$ cat config.mk
export PLATFORM = sky130hd
export DESIGN_NAME = dispatch_steer
export DESIGN_NICKNAME = d
export VERILOG_FILES = /design/src/rtl/dispatch_steer_pkg.sv /design/src/rtl/steer_slot.sv /design/src/rtl/iq_credit.sv /design/src/rtl/commit_relay.sv /design/src/rtl/dispatch_steer.sv
export SDC_FILE = /design/constraint.sdc
export NUM_CORES = 1
export LEC_CHECK = 0
export BUFFER_PORTS_ARGS = -buffer_cell sky130_fd_sc_hd__clkbuf_2
export CAP_MARGIN = 20
export CORE_MARGIN = 2
export CORE_UTILIZATION = 45
export CTS_BUF_LIST = sky130_fd_sc_hd__clkbuf_8
export DETAILED_ROUTE_END_ITERATION = 12
export PLACE_DENSITY = 0.79
export SLEW_MARGIN = 20
export SYNTH_ARGS = -nofsm -noshare
export SYNTH_HDL_FRONTEND = slang
export SYNTH_SLANG_ARGS = --single-unit
export TNS_END_PERCENT = 50
$ cat constraint.sdc
create_clock -name clk -period 11.46 [get_ports clk]
set_input_delay 1.146 -clock clk [delete_from_list [all_inputs] [get_ports clk]]
set_output_delay 1.146 -clock clk [all_outputs]
set_load 0.01 [all_outputs]
$ cat src/rtl/dispatch_steer_pkg.sv
package dispatch_steer_pkg;

  // Destination decision for one dispatch slot.
  typedef struct packed {
    logic to_iq;     // ordinary issue-queue entry
    logic to_iq_ns;  // parked non-speculative entry
    logic to_ldq;    // load section reservation
    logic to_stq;    // store section reservation
    logic cc;        // ready-to-commit mark
    logic uses_iq;   // consumes one issue-queue entry
  } route_t;

endpackage

$ cat src/rtl/steer_slot.sv
module steer_slot
  import dispatch_steer_pkg::*;
(
  input  logic   live,
  input  logic   squashed,
  input  logic   is_load,
  input  logic   is_store,
  input  logic   is_nonspec,
  input  logic   is_nop,
  output route_t route
);

  always_comb begin
    route = '0;
    if (live && !squashed) begin
      if (is_load) begin
        route.to_ldq = 1'b1;
        route.to_iq  = 1'b1;
      end else if (is_store) begin
        route.to_stq   = 1'b1;
        route.to_iq_ns = 1'b1;
        route.cc       = 1'b1;
      end else if (is_nonspec) begin
        route.to_iq_ns = 1'b1;
        route.cc       = 1'b1;
      end else if (!is_nop) begin
        route.to_iq = 1'b1;
      end
      route.uses_iq = route.to_iq | route.to_iq_ns;
    end
  end

endmodule

$ cat src/rtl/iq_credit.sv
module iq_credit #(
  parameter int DEPTH = 16,
  parameter int CNT_W = $clog2(DEPTH + 1)
) (
  input  logic             clk,
  input  logic             srst_n,
  input  logic [CNT_W-1:0] add,
  input  logic [CNT_W-1:0] drain,
  output logic [CNT_W-1:0] free
);

  logic [CNT_W-1:0] occ_q, occ_d, taken;
  logic             occ_en;

  always_comb begin
    taken  = (drain > occ_q) ? occ_q : drain;
    occ_d  = occ_q - taken + add;
    occ_en = (add != '0) || (drain != '0);
  end

  always_ff @(posedge clk or negedge srst_n) begin
    if (!srst_n)     occ_q <= '0;
    else if (occ_en) occ_q <= occ_d;
  end

  assign free = CNT_W'(DEPTH) - occ_q;

endmodule

$ cat src/rtl/commit_relay.sv
module commit_relay #(
  parameter int SEQ_W = 8
) (
  input  logic             clk,
  input  logic             srst_n,
  input  logic             st_in,
  input  logic             ld_in,
  input  logic [SEQ_W-1:0] done_seq,
  input  logic [SEQ_W-1:0] ns_seq_in,
  output logic             rel_st,
  output logic             rel_ld,
  output logic [SEQ_W-1:0] rel_seq,
  output logic             ns_go,
  output logic [SEQ_W-1:0] ns_seq
);

  logic rel_st_d, rel_ld_d, ns_go_d, seq_en;

  always_comb begin
    rel_st_d = st_in;
    rel_ld_d = ld_in && !st_in;
    seq_en   = st_in || ld_in;
    ns_go_d  = (ns_seq_in != '0);
  end

  always_ff @(posedge clk or negedge srst_n) begin
    if (!srst_n) begin
      rel_st <= 1'b0;
      rel_ld <= 1'b0;
      ns_go  <= 1'b0;
    end else begin
      rel_st <= rel_st_d;
      rel_ld <= rel_ld_d;
      ns_go  <= ns_go_d;
    end
  end

  always_ff @(posedge clk or negedge srst_n) begin
    if (!srst_n)     rel_seq <= '0;
    else if (seq_en) rel_seq <= done_seq;
  end

  always_ff @(posedge clk or negedge srst_n) begin
    if (!srst_n)      ns_seq <= '0;
    else if (ns_go_d) ns_seq <= ns_seq_in;
  end

endmodule

$ cat src/rtl/dispatch_steer.sv
module dispatch_steer
  import dispatch_steer_pkg::*;
#(
  parameter int SLOTS    = 4,
  parameter int IQ_DEPTH = 16,
  parameter int SEQ_W    = 8,
  localparam int CNT_W   = $clog2(IQ_DEPTH + 1)
) (
  input  logic             clk,
  input  logic             rst_n,
  input  logic [SLOTS-1:0] rn_valid,
  input  logic [SLOTS-1:0] rn_squashed,
  input  logic [SLOTS-1:0] rn_load,
  input  logic [SLOTS-1:0] rn_store,
  input  logic [SLOTS-1:0] rn_nonspec,
  input  logic [SLOTS-1:0] rn_nop,
  input  logic             squashing,
  input  logic [CNT_W-1:0] iq_drain,
  input  logic             cm_store,
  input  logic             cm_load,
  input  logic [SEQ_W-1:0] cm_done_seq,
  input  logic [SEQ_W-1:0] cm_ns_seq,
  output logic [SLOTS-1:0] iq_put,
  output logic [SLOTS-1:0] iq_put_ns,
  output logic [SLOTS-1:0] ldq_put,
  output logic [SLOTS-1:0] stq_put,
  output logic [SLOTS-1:0] can_commit,
  output logic             rn_block,
  output logic [CNT_W-1:0] iq_free,
  output logic             lsq_store_commit,
  output logic             lsq_load_commit,
  output logic [SEQ_W-1:0] lsq_commit_seq,
  output logic             iq_ns_release,
  output logic [SEQ_W-1:0] iq_ns_release_seq
);

  // Reset: asserted at once, released through two flops.
  logic rst_m, srst_n;
  always_ff @(posedge clk or negedge rst_n) begin
    if (!rst_n) begin
      rst_m  <= 1'b0;
      srst_n <= 1'b0;
    end else begin
      rst_m  <= 1'b1;
      srst_n <= rst_m;
    end
  end

  // Group scan: a slot is live only if every slot below it is valid.
  logic   [SLOTS-1:0] live;
  route_t             routes [SLOTS];

  assign live[0] = rn_valid[0];
  for (genvar g = 1; g < SLOTS; g++) begin : g_scan
    assign live[g] = live[g-1] & rn_valid[g];
  end

  for (genvar g = 0; g < SLOTS; g++) begin : g_slot
    steer_slot u_slot (
      .live       (live[g]),
      .squashed   (rn_squashed[g]),
      .is_load    (rn_load[g]),
      .is_store   (rn_store[g]),
      .is_nonspec (rn_nonspec[g]),
      .is_nop     (rn_nop[g]),
      .route      (routes[g])
    );
  end

  // Entries the whole group needs, and the accept decision.
  logic [CNT_W-1:0] need, credit_add;
  logic             accept;

  always_comb begin
    need = '0;
    for (int i = 0; i < SLOTS; i++) need = need + CNT_W'(routes[i].uses_iq);
    accept     = !squashing && (need <= iq_free);
    credit_add = accept ? need : '0;
    rn_block   = live[0] && !accept;
  end

  always_comb begin
    for (int i = 0; i < SLOTS; i++) begin
      iq_put[i]     = accept & routes[i].to_iq;
      iq_put_ns[i]  = accept & routes[i].to_iq_ns;
      ldq_put[i]    = accept & routes[i].to_ldq;
      stq_put[i]    = accept & routes[i].to_stq;
      can_commit[i] = accept & routes[i].cc;
    end
  end

  iq_credit #(.DEPTH(IQ_DEPTH), .CNT_W(CNT_W)) u_credit (
    .clk    (clk),
    .srst_n (srst_n),
    .add    (credit_add),
    .drain  (iq_drain),
    .free   (iq_free)
  );

  commit_relay #(.SEQ_W(SEQ_W)) u_relay (
    .clk       (clk),
    .srst_n    (srst_n),
    .st_in     (cm_store),
    .ld_in     (cm_load),
    .done_seq  (cm_done_seq),
    .ns_seq_in (cm_ns_seq),
    .rel_st    (lsq_store_commit),
    .rel_ld    (lsq_load_commit),
    .rel_seq   (lsq_commit_seq),
    .ns_go     (iq_ns_release),
    .ns_seq    (iq_ns_release_seq)
  );

endmodule

-- Yosys cells after proc, flatten, opt, wreduce, memory -nomap -nowiden
Index checks and enable logic that the tools add are counted.
- magnitude comparators: 2
- bitwise logic cells: 27
- add/sub/neg operators: 6
- reduce and logical (&&, ||, !) cells: 19
- mux-type cells: 54
- operator list (operator ; count):
    $mux 1 ; 44
    $mux 6 ; 4
    $and 1x1->1 ; 23
    $reduce_bool 5->1 ; 2
    $mux 2 ; 4
    $reduce_bool 8->1 ; 1
    $logic_and 1x1->1 ; 7
    $logic_not 1->1 ; 7
    $add 5x4->5 ; 1
    $gt 5x5->1 ; 1
    $le 4x5->1 ; 1
    $mux 5 ; 1
    $sub 5x5->5 ; 1
    $sub 5x5->5 const A ; 1
    $add 3x1->4 ; 1
    $mux 4 ; 1
    $or 1x1->1 ; 4
    $add 2x1->3 ; 1
    $add 1x1->2 ; 1
    $logic_or 1x1->1 ; 2
- flip-flop bits (word level): 26
- output and inout port bits: 45

-- Longest topological paths before layout
- word-level depth: 15
- gate-level depth with buffers: 21
- depth with buffers taken out: 21

-- Hierarchy
Synthesis repeated with hierarchy kept, for this count alone.
- cells, all modules: 227
- area, all modules: 2230.9 sq um
- by module, submodules not included (module ; area each (sq um) ; instances ; cells an instance):
    commit_relay ; 749.5 ; 1 ; 52
    iq_credit ; 720.7 ; 1 ; 87
    dispatch_steer ; 520.5 ; 1 ; 48
    steer_slot ; 60.1 ; 4 ; 10

-- Worst setup path before layout
Ideal clock, no wire load.
- kind: input to register
- from: in rn_valid[2]
- to: reg u_credit.occ_q[4]
- library setup time: 0.079 ns
- buffers on the path: 0
- path slack: 5.541 ns
- arrival time: 5.840 ns
- data required time: 11.381 ns
- stages: 21
- path through: nand3_1 > or3b_2 > a31oi_1 > fa_1 > ha_1 > ha_1 > ha_1 > nor2b_1 > o21a_1 > o221ai_2 > nor2b_1 > nand2_1 > fa_1 > inv_1 > fa_1 > a21o_1 > a21oi_1 > xor2_1 > nor2_1 > a211oi_1 > a2bb2oi_1
- word-level cells in the longest chain between the ends: 10
- ends and longest elaborated chain (element ; RTL line ; source):
    start, declared ; dispatch_steer.sv:11 ; input logic [SLOTS-1:0] rn_valid,
    $and 1x1->1 * ; dispatch_steer.sv:55 ; assign live[g] = live[g-1] & rn_valid[g];
    $logic_and 1x1->1 / $and 1x1->1 (equally long branches) ; steer_slot.sv:15, dispatch_steer.sv:55 ;
    $mux 6 / $logic_and 1x1->1 (equally long branches) ; steer_slot.sv:15 ; if (live && !squashed) begin
    $add 2x1->3 / $mux 6 (equally long branches) ; dispatch_steer.sv:76, steer_slot.sv:15 ;
    $add 3x1->4 * ; dispatch_steer.sv:76 ; for (int i = 0; i < SLOTS; i++) need = need + CNT_W'(routes[i].uses_iq);
    $le 4x5->1 ; dispatch_steer.sv:77 ; accept = !squashing && (need <= iq_free);
    $logic_and 1x1->1 ; dispatch_steer.sv:77 ;
    $mux 4 * ; dispatch_steer.sv:78 ; credit_add = accept ? need : '0;
    branches (longest 2 deep; another with $add 5x4->5) ; n/a ;
    end signal, assigned ; iq_credit.sv:22 ; if (!srst_n) occ_q <= '0;
    end signal, assigned ; iq_credit.sv:23 ; else if (occ_en) occ_q <= occ_d;
    end, declared ; iq_credit.sv:12 ; logic [CNT_W-1:0] occ_q, occ_d, taken;
Mark *: on every way between the ends.
A chain may end at the register's enable or synchronous reset.

-- Worst setup path after layout
- from: in rn_valid[0]
- to: reg u_credit.occ_q[4]
- word-level cells in the longest chain between the ends: 11
- ends and longest elaborated chain (element ; RTL line):
    $and 1x1->1 ; dispatch_steer.sv:55
    $logic_and 1x1->1 / $and 1x1->1 (equally long branches) ; steer_slot.sv:15, dispatch_steer.sv:55
    $mux 6 (tied with other cells) ; steer_slot.sv:15
    $add 1x1->2 (tied with other cells) ; dispatch_steer.sv:76
    $add 2x1->3 / $mux 6 (equally long branches) ; dispatch_steer.sv:76, steer_slot.sv:15
    $add 3x1->4 * ; dispatch_steer.sv:76
    $le 4x5->1 ; dispatch_steer.sv:77
    $logic_and 1x1->1 ; dispatch_steer.sv:77
    $mux 4 * ; dispatch_steer.sv:78
    branches (longest 2 deep; another with $add 5x4->5) ; n/a
Marks and branches as above.

==> results.txt <==
----------------------------------------------------
[Synthesis]
  Ranking of synthesized cells by area ... sky130_fd_sc_hd__dfrtp_1 (35%), sky130_fd_sc_hd__ha_1 (12%), sky130_fd_sc_hd__mux2_2 (6.1%)
  Dominant register cell in the synthesized netlist ... sky130_fd_sc_hd__dfrtp_1
  FFs w/ async S/R, synth ... 1.00
  Cell count after synthesis ... 190
  Number of enable-type register cells in the synthesized netlist ... 0
  Sequential cell area fraction in the yosys report ... 0.352
  Yosys top cell by area ... sky130_fd_sc_hd__dfrtp_1
  Net count after synthesis ... 261
  Count of warnings emitted by yosys ... 0
  Flip-flop and latch count after synthesis ... 26
  Leading post-synthesis cells by instance count ... sky130_fd_sc_hd__dfrtp_1 (26), sky130_fd_sc_hd__inv_1 (23), sky130_fd_sc_hd__ha_1 (17), sky130_fd_sc_hd__nor2_1 (15), sky130_fd_sc_hd__mux2_2 (10)
  Post-Synthesis Mean Instance Area ... between 9 and 10 um2
  Post-Synthesis Cell Area ... 0.00185 mm2
  Unique cell type count in the Yosys netlist ... 41
  Proportion of netlist area held by the largest area contributor ... 0.352
  Most instantiated library cell after synthesis ... sky130_fd_sc_hd__dfrtp_1

[STA]
  Slew at the pin with the worst max-slew slack ... 0.922 ns
  Max-slew violation count ... 0
  Setup-failing EPs final ... 0
  Slew Limit Headroom ... 0.379
  Clock period minus worst slack ... 6.20 ns
  Worst hold slack after final layout ... 0.355 ns
  Post-Route Setup TNS ... 0 ns
  Fraction of the cycle the final worst path needs ... 0.541
  Hold Vio Cnt, Final ... 0
  RSZ-0062 raised after global routing ... no
  FMAX ... around 160 MHz
  Maximum clock skew at final layout ... 0.00199 ns

[Global route]
  Global-route wire length before repair ... around 6.2 mm
  Overflow left after global routing ... 0
  Overall track demand over capacity in global routing ... 0.173
  Vias in the first global route ... 1522
  Pin count of the biggest net entering global routing ... 25
  Initial antenna violation count ... 0

[Finish]
  Number of antenna repair diodes ... 0
  Growth of design area from synthesis to finish ... 30.5%
  Share of layout cells above drive strength 1 ... 0.426
  Sequential cell area ... approximately 650 um2
  Multi-input gate area ... 0.00107 mm2
  Fin area ... about 0.0024 mm2
  Fillers ... 342
  Fin cells ... 332
  Final-stage net count ... 354

[Route]
  Final Routed Wirelength ... 3.96 mm
  Number of vias in the routed layout ... 1688
  Detail-routed via count per cell ... 5.08
  Post-detailed-route DRC marker count ... 0
  Routed wire length per instance ... 11.9 um
  Antenna violation net count after detailed routing ... 0
  Violation count after the first detailed-routing iteration ... 43
  Number of optimization iterations in the first detailed-route pass ... 5

[Status]
  Status ... complete, no violations

[Power and ir drop]
  Worst supply voltage drop on vdd ... 107 uV
  Final total power ... about 530 uW
  Areal power density over the cells ... 220 mW/mm2
  Static Leak ... 0.00132 uW

[Min path]
  Class of the tightest hold or removal check ... reg -> reg

[Die]
  I/O pin count ... 95
  Initial core utilization ... 0.465
  Core region area ... 0.00397 mm2
  Die area ... roughly 0.0046 mm2
  Die Ht ... around 68 um
  Count of standard-cell rows ... 23
  Die X-Extent ... between 60 and 70 um

[Setup path]
  Worst Setup Start Kind ... input pin
  Endpoint class of the critical path ... register
  Slowest-stage cell, CP ... sky130_fd_sc_hd__fa_1
  Data required time at the worst endpoint ... 11.65 ns
  Highest fanout seen on the critical path ... 5
  Crit path DAT ... between 6 and 7 ns
  Cell class contributing the biggest share of worst-path delay ... adder cells
  Peak per-stage delay on the critical path ... about 0.48 ns
  CP Buf/Inv Count ... 2
  Sequence of cells on the critical path ... clkbuf_2, nand3_1, or3b_2, a31oi_1, fa_1, ha_1, ha_1, ha_1, nor2b_1, o21a_1, o221ai_2, nor2b_1, nand2_1, fa_1, inv_1, fa_1, a21o_1, a21oi_1, xor2_1, nor2_1, a211oi_1, a2bb2oi_1
  Kind of critical path ... in -> reg

[Clock network]
  Number of hold buffers added after cts ... 0
  Clock transition at path regs ... 0.08 ns
  Level count of the clock H-tree ... 1
  Post-CTS Resized ... 0
  Clk_lat worst skew ... ~0.26 ns
  Number of buffers inserted to repair setup after CTS ... 0
  Root cell of the clock tree ... sky130_fd_sc_hd__clkbuf_8
  CTS Buf Count ... 3
  Number of clock sinks ... 26
  Clk buf depth ... 2
  CTS tree ... built

[Placed design]
  I/O Buffers ... 94
  Placed cell count ... 328
  DP HPWL ... 3.42 mm
  Area after DPL ... 0.00234 mm2
  RD Place Congestion ... 0.897

[Flow run]
  Maximum Capacitance Violations ... 0

----------------------------------------------------
-- cell usage in the layout, fill, tap and decap left out, types with 5 or more instances in the layout --
master | netlist | routed
sky130_fd_sc_hd__clkbuf_2 | 0 | 94
sky130_fd_sc_hd__dfrtp_1 | 26 | 26
sky130_fd_sc_hd__inv_1 | 23 | 23
sky130_fd_sc_hd__ha_1 | 17 | 17
sky130_fd_sc_hd__nor2_1 | 15 | 15
sky130_fd_sc_hd__mux2_2 | 10 | 10
sky130_fd_sc_hd__nand2_1 | 9 | 9
sky130_fd_sc_hd__a21oi_1 | 9 | 9
sky130_fd_sc_hd__a21o_1 | 9 | 9
sky130_fd_sc_hd__nor3_1 | 7 | 7
sky130_fd_sc_hd__xnor2_1 | 5 | 5
-- power by group --
group / internal (uW) / switching (uW)
clock network: 46.6 / 26.0
logic: 157 / 176
registers: 110 / 14.6
-- cell families after synthesis --
logic type      share of synthesized area
compound gates                      0.122
xor+xnor                           0.0332
fa+ha+maj                           0.159
buf+inv                            0.0691
flops                               0.352
mux                                0.0718
other cells                       0.00203
simple gates                        0.191
-- per-layer routing --
metal | share of wire | track usage
met1 | 0.43 | 0.220
met2 | 0.48 | 0.295
met3 | 0.063 | 0.0214
met4 | 0.018 | 0.0775
met5 | 0 | 0
-- flip-flops by register name, indices dropped and copies added (netlist names) --
register and count:
u_relay.ns_seq 8, u_relay.rel_st 1, u_relay.rel_seq 8, u_credit.occ_q 5, u_relay.rel_ld 1, rst_m 1
u_relay.ns_go 1, srst_n 1
-- metrics by stage --
step,setup slack (ns),utilization
6_report,5.26,0.607
2_1_floorplan,5.54,-
3_3_place_gp,5.27,0.589
4_1_cts,5.30,0.607
3_5_place_dp,5.01,0.589
5_1_grt,4.92,0.607
-- path summary, 6_finish.rpt --
check | slack (ns) | to | startpoint | cells past startpoint
max in group asynchronous | 10.53 | u_relay.rel_seq[6] | srst_n | 0
worst min register to register | 0.36 | srst_n | rst_m | 0
worst min-delay path | 0.36 | srst_n | rst_m | 0
worst max-delay path | 5.26 | u_credit.occ_q[4] | rn_valid[0] | 22
min in group asynchronous | 0.38 | u_relay.ns_seq[3] | srst_n | 0
worst max register to register | 7.09 | u_credit.occ_q[4] | u_credit.occ_q[0] | 18
-- cell type report --
cell class / instances / area share
inverter: 23 / 0.0358
timing repair buffer: 94 / 0.195
multi-input combinational: 135 / 0.443
clock buffer: 3 / 0.0171
sequential: 26 / 0.270
clock inverter: 1 / 0.0125
tap: 50 / 0.0260
(Power assumes the default switching activity.)
